[config.mk]
export PLATFORM = sky130hd
export DESIGN_NAME = e3_ser_tx_if
export DESIGN_NICKNAME = d
export VERILOG_FILES = /design/src/rtl/e3tx_pkg.sv /design/src/rtl/e3tx_slot_fsm.sv /design/src/rtl/e3tx_bit_merge.sv /design/src/rtl/e3_ser_tx_if.sv
export SDC_FILE = /design/constraint.sdc
export NUM_CORES = 1
export LEC_CHECK = 0
export CORE_ASPECT_RATIO = 1.25
export CORE_UTILIZATION = 30
export DETAILED_ROUTE_END_ITERATION = 6
export DONT_BUFFER_PORTS = 1
export HOLD_SLACK_MARGIN = 0.1
export PLACE_DENSITY = 0.44
export SETUP_SLACK_MARGIN = 0.5
export SLEW_MARGIN = 20
export SYNTH_ARGS = -nofsm -noshare
export SYNTH_HDL_FRONTEND = slang
export SYNTH_SLANG_ARGS = --single-unit
[constraint.sdc]
create_clock -name clk -period 5.4 [get_ports clk]
set_input_delay 1.08 -clock clk [delete_from_list [all_inputs] [get_ports clk]]
set_output_delay 1.08 -clock clk [all_outputs]
set_load 0.02 [all_outputs]
[src/rtl/e3tx_pkg.sv]
package e3tx_pkg;
    typedef enum logic [1:0] {
        SLOT_ALIGN,
        SLOT_ABIT,
        SLOT_NBIT,
        SLOT_PAYLOAD
    } slot_e;

    localparam logic [1:0] SRC_EQUIP = 2'b01;
endpackage

[src/rtl/e3tx_slot_fsm.sv]
module e3tx_slot_fsm
    import e3tx_pkg::*;
#(
    parameter int FRAME_BITS = 1536,
    parameter int FAW_BITS   = 10,
    localparam int PW        = $clog2(FRAME_BITS)
) (
    input  logic          clk,
    input  logic          rst,
    output slot_e         state_q,
    output slot_e         state_d,
    output logic [PW-1:0] pos_q,
    output logic          last_slot
);
    localparam logic [PW-1:0] LAST_POS  = PW'(FRAME_BITS - 1);
    localparam logic [PW-1:0] ALIGN_END = PW'(FAW_BITS - 1);

    logic [PW-1:0] pos_d;

    assign last_slot = (pos_q == LAST_POS);
    assign pos_d     = last_slot ? '0 : pos_q + 1'b1;

    always_comb begin
        state_d = state_q;
        unique case (state_q)
            SLOT_ALIGN:   if (pos_q == ALIGN_END) state_d = SLOT_ABIT;
            SLOT_ABIT:    state_d = SLOT_NBIT;
            SLOT_NBIT:    state_d = SLOT_PAYLOAD;
            SLOT_PAYLOAD: if (last_slot) state_d = SLOT_ALIGN;
            default:      state_d = SLOT_ALIGN;
        endcase
    end

    always_ff @(posedge clk) begin
        if (rst) begin
            state_q <= SLOT_ALIGN;
            pos_q   <= '0;
        end else begin
            state_q <= state_d;
            pos_q   <= pos_d;
        end
    end

    // the wrap lands on alignment slot 0
    assert_wrap_to_align_R2: assert property (@(posedge clk) disable iff (rst)
        last_slot |=> (pos_q == '0 && state_q == SLOT_ALIGN));
    // alignment state covers only the first FAW_BITS slots
    assert_align_span_R3: assert property (@(posedge clk) disable iff (rst)
        (state_q == SLOT_ALIGN) |-> (pos_q <= ALIGN_END));
endmodule

[src/rtl/e3tx_bit_merge.sv]
module e3tx_bit_merge
    import e3tx_pkg::*;
#(
    parameter int                FAW_BITS = 10,
    parameter logic [FAW_BITS-1:0] FAW_WORD = 10'b1111010000,
    parameter int                PW       = 11
) (
    input  logic          clk,
    input  logic          rst,
    input  slot_e         slot,
    input  logic [PW-1:0] pos,
    input  logic          din,
    input  logic [1:0]    a_sel,
    input  logic [1:0]    n_sel,
    input  logic          a_val,
    output logic          line_q
);
    logic bit_d;
    logic faw_bit;

    always_comb begin
        faw_bit = 1'b0;
        for (int i = 0; i < FAW_BITS; i++) begin
            if (pos == PW'(i)) faw_bit = FAW_WORD[FAW_BITS-1-i];
        end
    end

    always_comb begin
        unique case (slot)
            SLOT_ALIGN:   bit_d = faw_bit;
            SLOT_ABIT:    bit_d = (a_sel == SRC_EQUIP) ? din : a_val;
            SLOT_NBIT:    bit_d = (n_sel == SRC_EQUIP) ? din : 1'b1;
            SLOT_PAYLOAD: bit_d = din;
            default:      bit_d = 1'b0;
        endcase
    end

    always_ff @(posedge clk) begin
        if (rst) line_q <= 1'b0;
        else     line_q <= bit_d;
    end

    // payload slots pass the sampled input one clock later
    assert_payload_pass_R5: assert property (@(posedge clk) disable iff (rst)
        (slot == SLOT_PAYLOAD) |=> (line_q == $past(din)));
    // an internal N bit is always 1
    assert_n_internal_R8: assert property (@(posedge clk) disable iff (rst)
        (slot == SLOT_NBIT && n_sel != SRC_EQUIP) |=> line_q);
endmodule

[src/rtl/e3_ser_tx_if.sv]
module e3_ser_tx_if
    import e3tx_pkg::*;
#(
    parameter int                  FRAME_BITS = 1536,
    parameter int                  FAW_BITS   = 10,
    parameter logic [FAW_BITS-1:0] FAW_WORD   = 10'b1111010000
) (
    input  logic       clk,
    input  logic       rst,
    input  logic       ser_in,
    input  logic [1:0] a_src_sel,
    input  logic [1:0] n_src_sel,
    input  logic       a_bit_val,
    output logic       frame_mark,
    output logic       oh_strobe,
    output logic       line_out
);
    localparam int PW = $clog2(FRAME_BITS);

    slot_e         state_q;
    slot_e         state_d;
    logic [PW-1:0] pos_q;
    logic          last_slot;

    e3tx_slot_fsm #(
        .FRAME_BITS (FRAME_BITS),
        .FAW_BITS   (FAW_BITS)
    ) u_fsm (
        .clk       (clk),
        .rst       (rst),
        .state_q   (state_q),
        .state_d   (state_d),
        .pos_q     (pos_q),
        .last_slot (last_slot)
    );

    e3tx_bit_merge #(
        .FAW_BITS (FAW_BITS),
        .FAW_WORD (FAW_WORD),
        .PW       (PW)
    ) u_merge (
        .clk    (clk),
        .rst    (rst),
        .slot   (state_q),
        .pos    (pos_q),
        .din    (ser_in),
        .a_sel  (a_src_sel),
        .n_sel  (n_src_sel),
        .a_val  (a_bit_val),
        .line_q (line_out)
    );

    // Output process: strobes are decoded from the current slot and the look-ahead slot
    always_comb begin
        logic oh_next;
        unique case (state_d)
            SLOT_ALIGN:   oh_next = 1'b1;
            SLOT_ABIT:    oh_next = (a_src_sel != SRC_EQUIP);
            SLOT_NBIT:    oh_next = (n_src_sel != SRC_EQUIP);
            SLOT_PAYLOAD: oh_next = 1'b0;
            default:      oh_next = 1'b0;
        endcase
        oh_strobe  = !rst && oh_next;
        frame_mark = !rst && last_slot;
    end

    // both strobes quiet while reset is applied
    assert_reset_quiet_R1: assert property (@(posedge clk)
        rst |-> (!frame_mark && !oh_strobe));
    // frame marker lasts a single clock
    assert_mark_single_R2: assert property (@(posedge clk) disable iff (rst)
        frame_mark |=> !frame_mark);
    // a strobe is never followed by a payload slot
    assert_strobe_ahead_R4: assert property (@(posedge clk) disable iff (rst)
        oh_strobe |=> (state_q != SLOT_PAYLOAD));
    // frame wrap raises both strobes together
    assert_wrap_both_R4: assert property (@(posedge clk) disable iff (rst)
        frame_mark |-> oh_strobe);
endmodule

Word-level counts from Yosys, hierarchy flattened
Cells that the tools add are included.

Flip-flop bits (word level): 14. Input port bits: 8. Output and inout port bits: 3. Logic and storage cells: 48.

Add/sub/neg operators: 1. Eq/ne operators: 20. Mux-type cells: 17. Reduce and logical (&&, ||, !) cells: 7.

Operators with widths (count): 11-bit by 3-bit == test with 1-bit output (second input constant) (4); 11-bit by 2-bit == test with 1-bit output (second input constant) (2); 11-bit by 4-bit == test with 1-bit output (second input constant) (2); 1-bit 2-to-1 mux (12); 11-bit by 1-bit adder with 11-bit output (second input constant) (1); 11-bit by 1-bit == test with 1-bit output (second input constant) (1); 11-bit == test (second input constant) (1); 11-bit zero test (1); 2-bit by 1-bit == test with 1-bit output (second input constant) (4); 2-bit == test (second input constant) (4); 1-bit one-hot mux with 4 select lines (2); 2-bit one-hot mux with 4 select lines (1); 2-bit zero test (2); 2-bit 2-to-1 mux (2); 2-bit by 1-bit != test with 1-bit output (second input constant) (2); 1-bit logical AND (2); 2-bit OR reduction (1); 1-bit zero test (1).

Logic depth before layout (Yosys ltp)
Depth after elaboration: 12. Gate-level depth with buffers: 10. Gate-level depth less buffers: 10.

Modules after synthesis
Synthesis repeated with hierarchy kept, for this count alone.

Cells, all modules: 88. Area total of the unflattened synthesis: 805.8 sq um.

By module, submodules not included: e3tx_slot_fsm (times used 1, cells an instance 68, area an instance 644.4 sq um, sequential area each 260.2 sq um); e3tx_bit_merge (times used 1, cells an instance 13, area an instance 97.6 sq um, sequential area each 20.0 sq um); e3_ser_tx_if (times used 1, cells an instance 7, area an instance 63.8 sq um, sequential area each 0.0 sq um).

Worst setup path before layout
No wires, ideal clock.

Path type: input -> output. Start point: input port rst. End point: output port frame_mark. Data arrival time: 1.957 ns. Data required time: 4.320 ns. Slack: 2.363 ns. Cell stages on the path: 2. Buffers on the path: 1. Path through: clkbuf_2 -> nor4_1.

Longest elaborated chain between the ends: 2.

RTL lines: start: declaration (RTL line e3_ser_tx_if.sv:9) `input logic rst,`; 1-bit zero test (RTL line e3_ser_tx_if.sv:64) `frame_mark = !rst && last_slot;`; 1-bit logical AND (RTL line e3_ser_tx_if.sv:64); end: declaration (RTL line e3_ser_tx_if.sv:14) `output logic frame_mark,`.

Every way passes these cells.

Worst setup path in the final report
Start point: register u_fsm.pos_q[0]. End point: output port oh_strobe.

Longest elaborated chain between the ends: 6. Elaborated cells between the ends (all ways): 11. Classes of those cells: eq/ne: 5; mux: 4; reduce/logical: 2.

RTL lines: start: declaration (RTL line e3tx_slot_fsm.sv:12) `output logic [PW-1:0] pos_q,`; start signal: assignment (RTL line e3tx_slot_fsm.sv:40) `pos_q <= pos_d;`; 11-bit == test / 11-bit by 4-bit == test with 1-bit output (equally long branches) (RTL line e3tx_slot_fsm.sv:20, e3tx_slot_fsm.sv:26); 2-bit 2-to-1 mux (on tied branches) (RTL line e3tx_slot_fsm.sv:29, e3tx_slot_fsm.sv:26); 2-bit one-hot mux with 4 select lines * (RTL line e3tx_slot_fsm.sv:25) `unique case (state_q)`; via state_d[0] (RTL line e3_ser_tx_if.sv:21) `slot_e state_d;`; 2-bit == test, or another cell as far along (RTL line e3_ser_tx_if.sv:56) `unique case (state_d)`; 1-bit one-hot mux with 4 select lines * (RTL line e3_ser_tx_if.sv:56); 1-bit logical AND * (RTL line e3_ser_tx_if.sv:63) `oh_strobe = !rst && oh_next;`; end: declaration (RTL line e3_ser_tx_if.sv:15) `output logic oh_strobe,`.

The timed path passes the listed nets; every way through them passes the cells marked *.

==> flow_metrics.env <==
export IMPL_status="finished, final reports clean"
export IMPL_crit_chain="ha_1, nand4_1, nor3_1, and3_1, nor2_1, ha_1, nor2_1, a21oi_1, nor2_1"
export IMPL_postCtsSetupBuffers=0
export IMPL_tns_ps=0
export IMPL_timing_final_crit_period_ps=3530
export IMPL_die_height_um=57.9
export IMPL_period_share=0.654
export IMPL_grtUsageTotal=0.122
export IMPL_synth_area_sq_um=749
export IMPL_hold_buffers=0
export IMPL_dieArea_sq_mm=0.00270
export IMPL_tightest_slew_ps=916
export IMPL_cts_clk_slew_worst_paths_ps=90
export IMPL_synth_edf_count=0
export IMPL_rsz0062_at_grt="false"
export IMPL_clock_sinks=14
export IMPL_start_util=0.328
export IMPL_p_sw_frac=0.240
export IMPL_drive_gt1_frac=0.0989
export IMPL_timing_critical_path_buf_inv=0
export IMPL_slew_headroom=0.384
export IMPL_drc=0
export IMPL_start_kind="register"
export IMPL_p_int_w=0.000154
export IMPL_n_antenna_cell=0
export IMPL_cts_tree="done"
export IMPL_max_stage_delay_ps=420
export IMPL_ys_warn_count=0
export IMPL_first_pass_iters=2
export IMPL_final_nets=105
export IMPL_leakage_nw=0.315
export IMPL_async_reset_ff_frac=0
export IMPL_slew_viol_final=0
export IMPL_grt_max_degree=10
export IMPL_ys_types=31
export IMPL_cp_common_cell="nor2_1"
export IMPL_p_seq_frac=0.548
export IMPL_synth_area_per_cell_sq_um=8.33
export IMPL_cts_buffer_depth=2
export IMPL_synth_ff_type="dfxtp_1"
export IMPL_finClkSkew_ps=1.81
export IMPL_finalSetupViolCount=0
export IMPL_syn_inst=90
export IMPL_boundaryPins=11
export IMPL_p_comb_frac=0.070
export IMPL_hpwl_mm=1.04
export IMPL_p_clk_frac=0.382
export IMPL_postRouteAntennaNets=0
export IMPL_clock_latency_ps=280
export IMPL_core_area_sq_mm=0.00228
export IMPL_antenna_found_initial=0
export IMPL_synth_top_area_cell="dfxtp_1"
export IMPL_path_max_fanout=6
export IMPL_hold_viol=0
export IMPL_hold_path_class="reg2reg"
export IMPL_p_sw_w=0.0000486
export IMPL_crit_family="simple AND/OR/NAND/NOR gates"
export IMPL_yosysTopAreaCellShare=0.374
export IMPL_avgRoutedWirePerCell_um=11.1
export IMPL_io_buffers=0
export IMPL_areaGrowthSynthToFinish_pct=8.01
export IMPL_wirelength_mm=1.36
export IMPL_cap_violations=0
export IMPL_viasPerCell=4.57
export IMPL_cts_buffers=3
export IMPL_netlist_top_cells_area="dfxtp_1 (37%), nor2_1 (9.0%), ha_1 (8.3%)"
export IMPL_ys_seq_elements=14
export IMPL_globalplace_congestion=0.727
export IMPL_grt_pass1_vias=552
export IMPL_cts_resized=0
export IMPL_design_area_sq_um=810
export IMPL_yosys_top_cells_count="nor2_1 (18), dfxtp_1 (14), ha_1 (5), xor2_1 (5)"
export IMPL_fmax_mhz=283
export IMPL_htree_num_levels=1
export IMPL_powerDensity_mw_per_mm2=250
export IMPL_setup_worst_path_class="reg2out"
export IMPL_vdd_drop_max_uv=103
export IMPL_syn_nets=103
export IMPL_grt_pass1_wl_mm=2.37
export IMPL_worstPathRequired_ps=4320
export IMPL_fp_dieW_um=46.7
export IMPL_crit_slowest_cell="dfxtp_1"
export IMPL_fill_cells=269
export IMPL_critPathCaptureType="output port"
export IMPL_detail_route_iter0_violations=16
export IMPL_num_rows=19
export IMPL_post_dp_cell_area_sq_um=773
export IMPL_route_vias_total=557
export IMPL_root_buffer="clkbuf_4"
export IMPL_grt_overflow=0
export IMPL_yosysSeqAreaShare=0.374
export IMPL_arrival_ps=2450
export IMPL_synth_most_common_cell="nor2_1"
[sequential cells by signal, summed over array words and instances, names as in the netlist]
register        cells
u_fsm.pos_q        11
u_fsm.state_q       2
u_merge.line_q      1
[path summary, 6_finish.rpt]
check | end | startpoint | slack, ps | cells after the start
max | oh_strobe | u_fsm.pos_q[0] | 1870 | 9
min | u_fsm.pos_q[0] | u_fsm.pos_q[0] | 500 | 1
max reg2reg | u_fsm.state_q[0] | u_fsm.pos_q[0] | 3870 | 5
min reg2reg | u_fsm.pos_q[0] | u_fsm.pos_q[0] | 500 | 1
[routing by layer]
layer	up-vias	share of wire	GRT usage
li1	310	-	-
met1	235	0.51	0.162
met2	10	0.43	0.181
met3	2	0.046	0.0218
met4	0	0.013	0.0735
met5	-	0	0
[power groups by stage]
stage,clock (W),combinational (W),sequential [W]
3_5_place_dp,0,0.0000143,0.000113
4_1_cts,0.0000812,0.0000144,0.000111
2_1_floorplan,0,0.0000144,0.000112
5_1_grt,0.0000855,0.0000167,0.000112
6_report,0.0000775,0.0000142,0.000111
3_3_place_gp,0,0.0000143,0.000113
[logic make-up after synthesis]
| kind of cell | Yosys count | share of synthesized area |
|---|---|---|
| simple gates | 46 | 0.322 |
| flops | 14 | 0.374 |
| compound gates | 9 | 0.0701 |
| xor+xnor | 7 | 0.0818 |
| buf+inv | 7 | 0.0401 |
| fa+ha+maj | 5 | 0.0835 |
| mux | 2 | 0.0284 |
[per-stage QoR]
stage / cells / util / hold WS (ps) / worst slack, ps / power (W)
floorplan: 90 / - / 452 / 2360 / 0.000126
global placement: 118 / 0.339 / 482 / 2180 / 0.000128
detailed placement: 118 / 0.339 / 480 / 2150 / 0.000128
CTS: 122 / 0.355 / 503 / 1820 / 0.000207
global route: 122 / 0.355 / 528 / 1610 / 0.000214
finish: 122 / 0.355 / 500 / 1870 / 0.000203
[layout by cell type (no fill, tap or decap), drive strengths merged, types with 3 or more instances in the layout]
cell    count
nor2       18
dfxtp      14
xor2        5
ha          5
nor3        4
inv         4
nand2       4
a21oi       4
clkbuf      4
nor4        3
nand4       3
[layout make-up]
type	count	area, sq um	share of cell area
inverter	4	15.0	0.0185
sequential	14	280	0.346
clock buffer	4	36.3	0.0448
tap	31	38.8	0.0479
multi-input combinational	69	439	0.543
Power figures use the tool's default switching activity.
